--- src/rtl/i2c_halt_pkg.sv ---
package i2c_halt_pkg;
   localparam int unsigned EV_NACK     = 0;
   localparam int unsigned EV_NACK_TMO = 1;
   localparam int unsigned EV_BUS_TMO  = 2;
   localparam int unsigned EV_ARB_LOST = 3;
   localparam int unsigned EV_COUNT    = 4;
   typedef logic [EV_COUNT-1:0] ev_vec_t;
endpackage

--- src/rtl/i2c_sup_timer.sv ---
module i2c_sup_timer #(
   parameter int unsigned CNT_W = 30
) (
   input  logic             clk_i,
   input  logic             rst_ni,
   input  logic             run_i,
   input  logic             clr_i,
   input  logic [CNT_W-1:0] limit_i,
   output logic             fire_o
);
   localparam logic [CNT_W-1:0] ONE = CNT_W'(1);

   generate
      if (CNT_W < 2 || CNT_W > 32) begin : g_bad_width
         $error("i2c_sup_timer: CNT_W must lie in 2..32");
      end
   endgenerate

   logic [CNT_W-1:0] cnt_q;
   logic             armed;

   assign armed  = (limit_i != '0);
   assign fire_o = run_i && !clr_i && armed && (cnt_q == limit_i - ONE);

   always_ff @(posedge clk_i or negedge rst_ni) begin
      if (!rst_ni) begin
         cnt_q <= '0;
      end else if (clr_i) begin
         cnt_q <= '0;
      end else if (run_i && armed && cnt_q < limit_i) begin
         cnt_q <= cnt_q + ONE;
      end
   end

   // a clear condition empties the counter on the next edge
   assert_restart_R5: assert property (@(posedge clk_i) disable iff (!rst_ni)
      clr_i |=> cnt_q == '0);
   // without run the count neither moves nor restarts
   assert_hold_R3: assert property (@(posedge clk_i) disable iff (!rst_ni)
      (!clr_i && !run_i) |=> $stable(cnt_q));
endmodule

--- src/rtl/i2c_sup_events.sv ---
module i2c_sup_events
   import i2c_halt_pkg::*;
(
   input  logic    clk_i,
   input  logic    rst_ni,
   input  ev_vec_t set_i,
   input  ev_vec_t clr_i,
   output ev_vec_t ev_o
);
   ev_vec_t ev_q;

   for (genvar b = 0; b < EV_COUNT; b++) begin : g_bit
      always_ff @(posedge clk_i or negedge rst_ni) begin
         if (!rst_ni)          ev_q[b] <= 1'b0;
         else if (set_i[b])    ev_q[b] <= 1'b1;
         else if (clr_i[b])    ev_q[b] <= 1'b0;
      end

      // clear without a new cause drops the bit
      assert_clear_R10: assert property (@(posedge clk_i) disable iff (!rst_ni)
         (clr_i[b] && !set_i[b]) |=> !ev_q[b]);
      // an uncleared bit stays latched
      assert_hold_R10: assert property (@(posedge clk_i) disable iff (!rst_ni)
         (ev_q[b] && !clr_i[b]) |=> ev_q[b]);
   end

   assign ev_o = ev_q;
endmodule

--- src/rtl/i2c_halt_supervisor.sv ---
module i2c_halt_supervisor
   import i2c_halt_pkg::*;
#(
   parameter int unsigned TMO_W  = 30,
   parameter int unsigned NACK_W = 31
) (
   input  logic              clk_i,
   input  logic              rst_ni,
   input  logic              tmo_en_i,
   input  logic              tmo_mode_i,
   input  logic [TMO_W-1:0]  tmo_limit_i,
   input  logic              nack_tmo_en_i,
   input  logic [NACK_W-1:0] nack_tmo_limit_i,
   input  logic              scl_drive_low_i,
   input  logic              scl_sense_i,
   input  logic              fsm_active_i,
   input  logic              nack_rx_i,
   input  logic              nack_ok_i,
   input  logic              arb_lost_i,
   input  logic [3:0]        evt_clr_i,
   output logic [3:0]        events_o,
   output logic              halt_o,
   output logic              stop_req_o,
   output logic              stretch_tmo_o
);
   generate
      if (EV_COUNT != 4) begin : g_bad_events
         $error("i2c_halt_supervisor: event vector must be 4 bits");
      end
   endgenerate

   ev_vec_t ev;
   ev_vec_t ev_set;

   // clock-low timer: bus mode counts all low time, stretch mode only foreign low
   logic low_run, low_clr, low_fire;
   assign low_run = tmo_mode_i | ~scl_drive_low_i;
   assign low_clr = ~(tmo_en_i & fsm_active_i & ~scl_sense_i);

   i2c_sup_timer #(.CNT_W(TMO_W)) u_low_timer (
      .clk_i   (clk_i),
      .rst_ni  (rst_ni),
      .run_i   (low_run),
      .clr_i   (low_clr),
      .limit_i (tmo_limit_i),
      .fire_o  (low_fire)
   );

   // backstop timer: runs while halted on a NACK that has not yet timed out
   logic bs_run, bs_clr, bs_fire;
   assign bs_run = nack_tmo_en_i & ev[EV_NACK] & ~ev[EV_NACK_TMO];
   assign bs_clr = ~ev[EV_NACK];

   i2c_sup_timer #(.CNT_W(NACK_W)) u_backstop (
      .clk_i   (clk_i),
      .rst_ni  (rst_ni),
      .run_i   (bs_run),
      .clr_i   (bs_clr),
      .limit_i (nack_tmo_limit_i),
      .fire_o  (bs_fire)
   );

   always_comb begin
      ev_set              = '0;
      ev_set[EV_NACK]     = nack_rx_i & ~nack_ok_i;
      ev_set[EV_NACK_TMO] = bs_fire;
      ev_set[EV_BUS_TMO]  = low_fire & tmo_mode_i;
      ev_set[EV_ARB_LOST] = arb_lost_i;
   end

   i2c_sup_events u_events (
      .clk_i  (clk_i),
      .rst_ni (rst_ni),
      .set_i  (ev_set),
      .clr_i  (evt_clr_i),
      .ev_o   (ev)
   );

   logic stop_q, stretch_q;
   always_ff @(posedge clk_i or negedge rst_ni) begin
      if (!rst_ni) begin
         stop_q    <= 1'b0;
         stretch_q <= 1'b0;
      end else begin
         stop_q    <= bs_fire;
         stretch_q <= low_fire & ~tmo_mode_i;
      end
   end

   assign events_o      = ev;
   assign halt_o        = |ev;
   assign stop_req_o    = stop_q;
   assign stretch_tmo_o = stretch_q;

   // the STOP request is a single-cycle pulse
   assert_stop_pulse_R7: assert property (@(posedge clk_i) disable iff (!rst_ni)
      stop_req_o |=> !stop_req_o);
   // the STOP request always coincides with the backstop event
   assert_stop_event_R7: assert property (@(posedge clk_i) disable iff (!rst_ni)
      stop_req_o |-> events_o[EV_NACK_TMO]);
   // no stretch pulse follows a cycle with the timeout disabled
   assert_off_R4: assert property (@(posedge clk_i) disable iff (!rst_ni)
      !tmo_en_i |=> !stretch_tmo_o);
   // bus mode never produces a stretch pulse
   assert_mode_R3: assert property (@(posedge clk_i) disable iff (!rst_ni)
      tmo_mode_i |=> !stretch_tmo_o);
endmodule

--- config.mk ---
export PLATFORM = sky130hd
export DESIGN_NAME = i2c_halt_supervisor
export DESIGN_NICKNAME = d
export VERILOG_FILES = /design/src/rtl/i2c_halt_pkg.sv /design/src/rtl/i2c_sup_timer.sv /design/src/rtl/i2c_sup_events.sv /design/src/rtl/i2c_halt_supervisor.sv
export SDC_FILE = /design/constraint.sdc
export NUM_CORES = 1
export LEC_CHECK = 0
export BUFFER_PORTS_ARGS = -buffer_cell sky130_fd_sc_hd__buf_4
export CAP_MARGIN = 20
export CORE_MARGIN = 2
export CORE_UTILIZATION = 50
export CTS_CLUSTER_SIZE = 24
export DETAILED_ROUTE_END_ITERATION = 8
export GPL_ROUTABILITY_DRIVEN = 0
export HOLD_SLACK_MARGIN = 0.02
export PLACE_DENSITY = 0.79
export SYNTH_ARGS = -nofsm -noshare
export SYNTH_HDL_FRONTEND = slang
export SYNTH_SLANG_ARGS = --single-unit
--- constraint.sdc ---
create_clock -name clk_i -period 8.5 [get_ports clk_i]
set_clock_uncertainty 0.1 [all_clocks]
set_input_delay 0.85 -clock clk_i [delete_from_list [all_inputs] [get_ports clk_i]]
set_output_delay 0.85 -clock clk_i [all_outputs]
set_load 0.01 [all_outputs]
---- Word level (Yosys, flattened, before mapping) ----
Cells that the tools add are included.
word-level totals
  bits in registers ....................... 67
  latch bits .............................. 0
  memory bits (writable) .................. 0
  bits in read-only memories .............. 0
  input bits .............................. 76
  output and inout bits ................... 7
  logic and storage cells ................. 60
  memories ................................ 0
operators by class
  $add $sub $neg .......................... 4
  multipliers ............................. 0
  divide/modulo/power cells ............... 0
  $lt $le $gt $ge ......................... 2
  equality and inequality tests ........... 4
  shift-type cells ........................ 0
  mux-type cells .......................... 12
  bitwise logic cells ..................... 13
  reductions and logical operators ........ 17
operator list
  cell                                                                      count
  31-bit 2-to-1 mux                                                         2
  30-bit 2-to-1 mux                                                         2
  31-bit by 1-bit adder with 31-bit output (second input constant)          1
  31-bit == test                                                            1
  31-bit < comparator                                                       1
  31-bit nonzero test                                                       1
  31-bit by 1-bit subtractor with 31-bit output (second input constant)     1
  30-bit by 1-bit adder with 30-bit output (second input constant)          1
  30-bit == test                                                            1
  30-bit < comparator                                                       1
  30-bit nonzero test                                                       1
  30-bit by 1-bit subtractor with 30-bit output (second input constant)     1
  1-bit logical AND                                                         10
  1-bit 2-to-1 mux                                                          8
  2-bit nonzero test                                                        4
  1-bit bitwise AND                                                         7
  1-bit inverter                                                            5
  4-bit OR reduction                                                        1
  2-bit by 1-bit inequality test with 1-bit output (second input constant)  1
  2-bit inequality test (second input constant)                             1
  1-bit bitwise OR                                                          1

---- Longest topological paths before layout ----
  depth in word-level cells ............... 7
  mapped depth ............................ 13
  gate-level depth less buffers ........... 10

---- Cells and area by module ----
A second synthesis with hierarchy kept.
unflattened totals
  cells, all modules ...................... 891
  area total of the unflattened synthesis .. 7234.4 µm²
by module, submodules not included
  module                       instances  cells an instance  area each (µm²)  seq. area each (µm²)
  i2c_sup_timer (u_backstop)   1          437                3644.7           775.7
  i2c_sup_timer (u_low_timer)  1          432                3340.7           750.7
  i2c_sup_events               1          12                 145.1            100.1
  i2c_halt_supervisor          1          10                 103.8            50.0

---- Worst setup path after synthesis ----
Ideal clock, no wire load.
  path kind ............................... input-to-reg
  from .................................... in tmo_limit_i[1]
  to ...................................... reg u_events.ev_q[2], in the netlist u_events.ev_o[2]
  setup time .............................. 0.096 ns
  data arrival time ....................... 3.383 ns
  required time ........................... 8.304 ns
  path slack .............................. 4.922 ns
  stages .................................. 12
  buffers on the path ..................... 2
  cell sequence ........................... inv_1 -> ha_1 -> buf_2 -> or4b_1 -> clkbuf_1 -> nor4b_1 -> xnor2_1 -> nand2_1 -> nor4_1 -> nand4_1 -> or4_4 -> o32ai_2
between the ends
  cells in the longest elaborated chain, start to end .. 5
  elaborated cells on any way between the ends .. 8
  those cells by class .................... add/sub (1); eq/ne (1); mux (1); bitwise (1); reduce/logical (4)
RTL lines
  element                                                                                      line                                      source
  from (decl)                                                                                  i2c_halt_supervisor.sv:11                 input logic [TMO_W-1:0] tmo_limit_i,
  30-bit by 1-bit subtractor with 30-bit output / 30-bit nonzero test (equally long branches)  i2c_sup_timer.sv:23, i2c_sup_timer.sv:22
  30-bit == test / 1-bit logical AND (equally long branches)                                   i2c_sup_timer.sv:23                       assign fire_o = run_i && !clr_i && armed && (cnt_q == limit_i - ONE);
  1-bit logical AND *                                                                          i2c_sup_timer.sv:23
  1-bit bitwise AND *                                                                          i2c_halt_supervisor.sv:67                 ev_set[EV_BUS_TMO] = low_fire & tmo_mode_i;
  1-bit 2-to-1 mux / 2-bit nonzero test (equally long branches)                                --
  to (signal, indexed assignment)                                                              i2c_sup_events.sv:14                      if (!rst_ni) ev_q[b] <= 1'b0;
  to (signal, indexed assignment)                                                              i2c_sup_events.sv:15                      else if (set_i[b]) ev_q[b] <= 1'b1;
  to (signal, indexed assignment)                                                              i2c_sup_events.sv:16                      else if (clr_i[b]) ev_q[b] <= 1'b0;
  to (decl)                                                                                    i2c_sup_events.sv:10                      ev_vec_t ev_q;
Every way passes the cells marked *; elsewhere a longest branch is shown, timed or not.
A chain may end at the register's enable or synchronous reset.

---- Worst setup path in the final report ----
  from .................................... in nack_tmo_limit_i[28]
  to ...................................... reg u_backstop.cnt_q[26]
between the ends
  cells in the longest elaborated chain, start to end .. 4
  elaborated cells on any way between the ends .. 5
  those cells by class .................... order compare (1); eq/ne (1); reduce/logical (3)
RTL lines
  element                                                                      line                       source
  from (decl)                                                                  i2c_halt_supervisor.sv:13  input logic [NACK_W-1:0] nack_tmo_limit_i,
  parallel branches: the longest is 2 deep, another holds 31-bit < comparator  --
  1-bit logical AND *                                                          i2c_sup_timer.sv:30        end else if (run_i && armed && cnt_q < limit_i) begin
  2-bit inequality test (no line) *                                            --
  to (signal assigned)                                                         i2c_sup_timer.sv:31        cnt_q <= cnt_q + ONE;
  to (decl)                                                                    i2c_sup_timer.sv:19        logic [CNT_W-1:0] cnt_q;
Mark *: on every way between the ends.

==> metrics.md <==
| Metric | Value |
|---|---|
| Pwr Density | `105 mW/mm^2` |
| FF+latch count, synth | `67` |
| Buf+Inv Stages, Crit Path | `2` |
| RR Startpoint | `u_backstop.cnt_q[16]$_DFFE_PN0P_` |
| Remaining Overflow, GRT | `0` |
| Sequential share of the synthesized area | `about 23%` |
| Core Rows | `44` |
| Status | `finished clean` |
| Max clock buf depth | `2` |
| GRT Total Usage | `approximately 24%` |
| Die Area | `0.0156 sq mm` |
| First-pass GRT wire length | `approximately 32,000 um` |
| Layout Utilization | `58.5%` |
| Clk_lat worst skew | `between 0.3 and 0.4 ns` |
| Hold Crit Class | `flip-flop to flip-flop` |
| Top cells by area, synth | `dfrtp_1 (23%), ha_1 (12%), xnor2_1 (8.3%)` |
| Filler cell count | `1,307` |
| Main flop type after synthesis | `dfrtp_1` |
| CP max-delay cell | `nand4_1` |
| Syn Nets | `between 1,000 and 1,500` |
| Die width | `~120 um` |
| PortBufs | `82` |
| Die Span Y | `about 120 um` |
| CP required | `between 8 and 9 ns` |
| Worst vdd ir | `around 0.12 mV` |
| Crit start category | `input pin` |
| Most frequent cell after synthesis | `inv_1` |
| Yosys top cell area share | `between 20 and 25%` |
| Commonest cells in the netlist | `inv_1 (88), xnor2_1 (69), dfrtp_1 (67), ha_1 (67), a21oi_1 (59)` |
| Hold Buf Count CTS | `0` |
| Final Critical Period | `just over 4 ns` |
| Layout cell share with drive strength beyond 1 | `13.9%` |
| Total wire length | `a little under 20,000 um` |
| Initial antenna violation count | `0` |
| Fin crit share | `between 40 and 50%` |
| H-Tree Depth | `3` |
| Worst hold start | `u_events.ev_o[3]$_DFFE_PN0P_` |
| Delay-heaviest family, CP | `compound AO/OA/AOI/OAI gates` |
| PostCTS Resize Cnt | `0` |
| Leakage Power | `roughly 3.8 nW` |
| DRT Pass-1 Iters | `5` |
| Post-synth ARST share | `100%` |
| # DRC | `0` |
| Synth Instances | `901` |
| Worst-path clk slew | `approximately 0.060 ns` |
| CP Capture Type | `flip-flop` |
| Min-Delay Path Depth | `1` |
| Worst Path Max Fanout | `20` |
| Diodes inserted | `0` |
| # IOs | `slightly above 80` |
| Cell Area, Placed | `0.00805 sq mm` |
| Detail Placement HPWL | `approximately 15,000 um` |
| Finished Cell Area | `between 0.008 and 0.009 sq mm` |
| Fmax | `246 MHz` |
| Netlist Area Pre-Place | `between 0.007 and 0.008 sq mm` |
| Post-DR vias/cell | `approximately 6.1` |
| Largest net degree at the start of global routing | `roughly 70` |
| Worst-path cell chain | `buf_4 > inv_1 > ha_1 > a21o_1 > a21o_1 > a21oi_1 > o21ai_0 > a211oi_1 > nand4_1 > or4_1 > a21oi_1` |
| Via count | `between 7,000 and 8,000` |
| CTS tree | `done` |
| Post-synth cell types | `73` |
| Hold endpoint | `u_events.ev_o[3]$_DFFE_PN0P_` |
| R2R setup slack | `approximately 4.6 ns` |
| Arr. time, crit path | `about 4.2 ns` |
| CTS buffer count | `9` |
| Reg-to-reg critical path endpoint | `u_backstop.cnt_q[26]$_DFFE_PN0P_` |
| Core area | `~0.014 sq mm` |
| Clk sink count | `67` |
| Setup TNS | `0 ns` |
| Routed len/inst | `between 15 and 20 um` |
| Hold Vio Cnt, Final | `0` |
| Root buffer selected by CTS | `clkbuf_16` |
| Max Transition Viols Final | `0` |
| Max-Slew Margin vs Limit | `between 40% and 50%` |
| Final setup vio count | `0` |
| Post-synth EDFFs | `0` |
| Final-stage net count | `between 1,000 and 1,500` |
| Actual slew at the worst max-slew pin | `slightly below 0.9 ns` |
| Syn_area_per_cell | `8.09 sq um` |
| Post-DRT Antenna Nets | `0` |
| Pre-CTS setup slack | `around 4.3 ns` |
| Area Growth Syn to Fin | `15.3%` |
| Setup bufs post-CTS | `0` |
| Crit path kind | `input pin to flip-flop` |
| Initial Util | `between 50 and 60%` |
| Unrepaired setup endpoints after global routing | `no` |
| Max-Cap Viols | `0` |
| Cell taking the most area after synthesis | `dfrtp_1` |
| Final worst slack | `4.44 ns` |
| Initial DRC count | `around 600` |
| Number of global-route vias before repair | `around 6,400` |
| Ys Warns | `0` |
| R2r worst-path depth | `9` |
| Largest stage delay, worst path | `approximately 0.7 ns` |
through the flow:
| step | hold WS (ns) | power (mW) | std cells |
|---|---|---|---|
| after floorplan | 0.433 | 0.409 | 901 |
| after global placement | 0.388 | 0.478 | 1142 |
| after detailed placement | 0.398 | 0.480 | 1142 |
| after CTS | 0.410 | 0.890 | 1158 |
| after global routing | 0.431 | 0.917 | 1160 |
| final | 0.404 | 0.885 | 1160 |
cell families after synthesis:
family	synth area share, %
and+or+nand+nor	26.9
AOI/OAI and AO/OA	19.0
buffers and inverters	6.25
xor gates and xnor gates	11.3
adders and majority gates	11.5
DFF	23.0
muxes	2.06
state kept, by name, summed over array words and instances, names as in the netlist:
name               flops
u_backstop.cnt_q      31
stop_req_o             1
u_events.ev_o          4
u_low_timer.cnt_q     30
stretch_tmo_o          1
where the power goes:
part | internal [mW] | switching, mW | total [mW]
registers | 0.321 | 0.00235 | 0.324
clock network | 0.272 | 0.135 | 0.408
logic | 0.0630 | 0.0902 | 0.153
total | 0.657 | 0.228 | 0.885
cell usage in the layout (no fill, tap or decap), drive strengths merged, types with 27 or more instances in the layout:
master / synthesis / layout
nand2: 55 / 55
buf: 2 / 88
nor2: 42 / 42
nand4: 46 / 46
inv: 88 / 88
xnor2: 69 / 69
nor4: 27 / 27
ha: 67 / 67
a21o: 35 / 35
a21oi: 59 / 59
o21ai: 28 / 28
nand3: 33 / 33
dfrtp: 67 / 67
worst max path at each step:
stage	start	endpoint	depth (start not counted)
6_report	nack_tmo_limit_i[28]	u_backstop.cnt_q[26]$_DFFE_PN0P_	11
2_1_floorplan	tmo_limit_i[1]	u_events.ev_o[2]$_DFFE_PN0P_	12
4_1_cts	nack_tmo_limit_i[28]	u_backstop.cnt_q[26]$_DFFE_PN0P_	11
3_3_place_gp	nack_tmo_limit_i[28]	u_backstop.cnt_q[22]$_DFFE_PN0P_	11
5_1_grt	nack_tmo_limit_i[28]	u_backstop.cnt_q[26]$_DFFE_PN0P_	11
3_5_place_dp	nack_tmo_limit_i[16]	u_backstop.cnt_q[26]$_DFFE_PN0P_	11
area by class of cell:
| type | instances | area, sq um | area share [%] |
|---|---|---|---|
| multi-input combinational | 715 | 5150 | 61.3 |
| sequential | 67 | 1680 | 20.0 |
| timing repair buffer | 89 | 677 | 8.06 |
| inverter | 89 | 334 | 3.98 |
| clock buffer | 12 | 256 | 3.05 |
| tap | 184 | 230 | 2.74 |
| clock inverter | 4 | 72.6 | 0.864 |
metal layers:
| layer | up-vias | wire length, um | global-route usage (%) |
|---|---|---|---|
| met2 | 253 | 9240 | 40.4 |
| met5 | - | 0 | 0 |
| met1 | 3345 | 8770 | 33.2 |
| li1 | 3489 | - | - |
| met4 | 0 | 257 | 5.55 |
| met3 | 27 | 1220 | 4.34 |
Note: power is estimated with default switching activity, not from simulation.
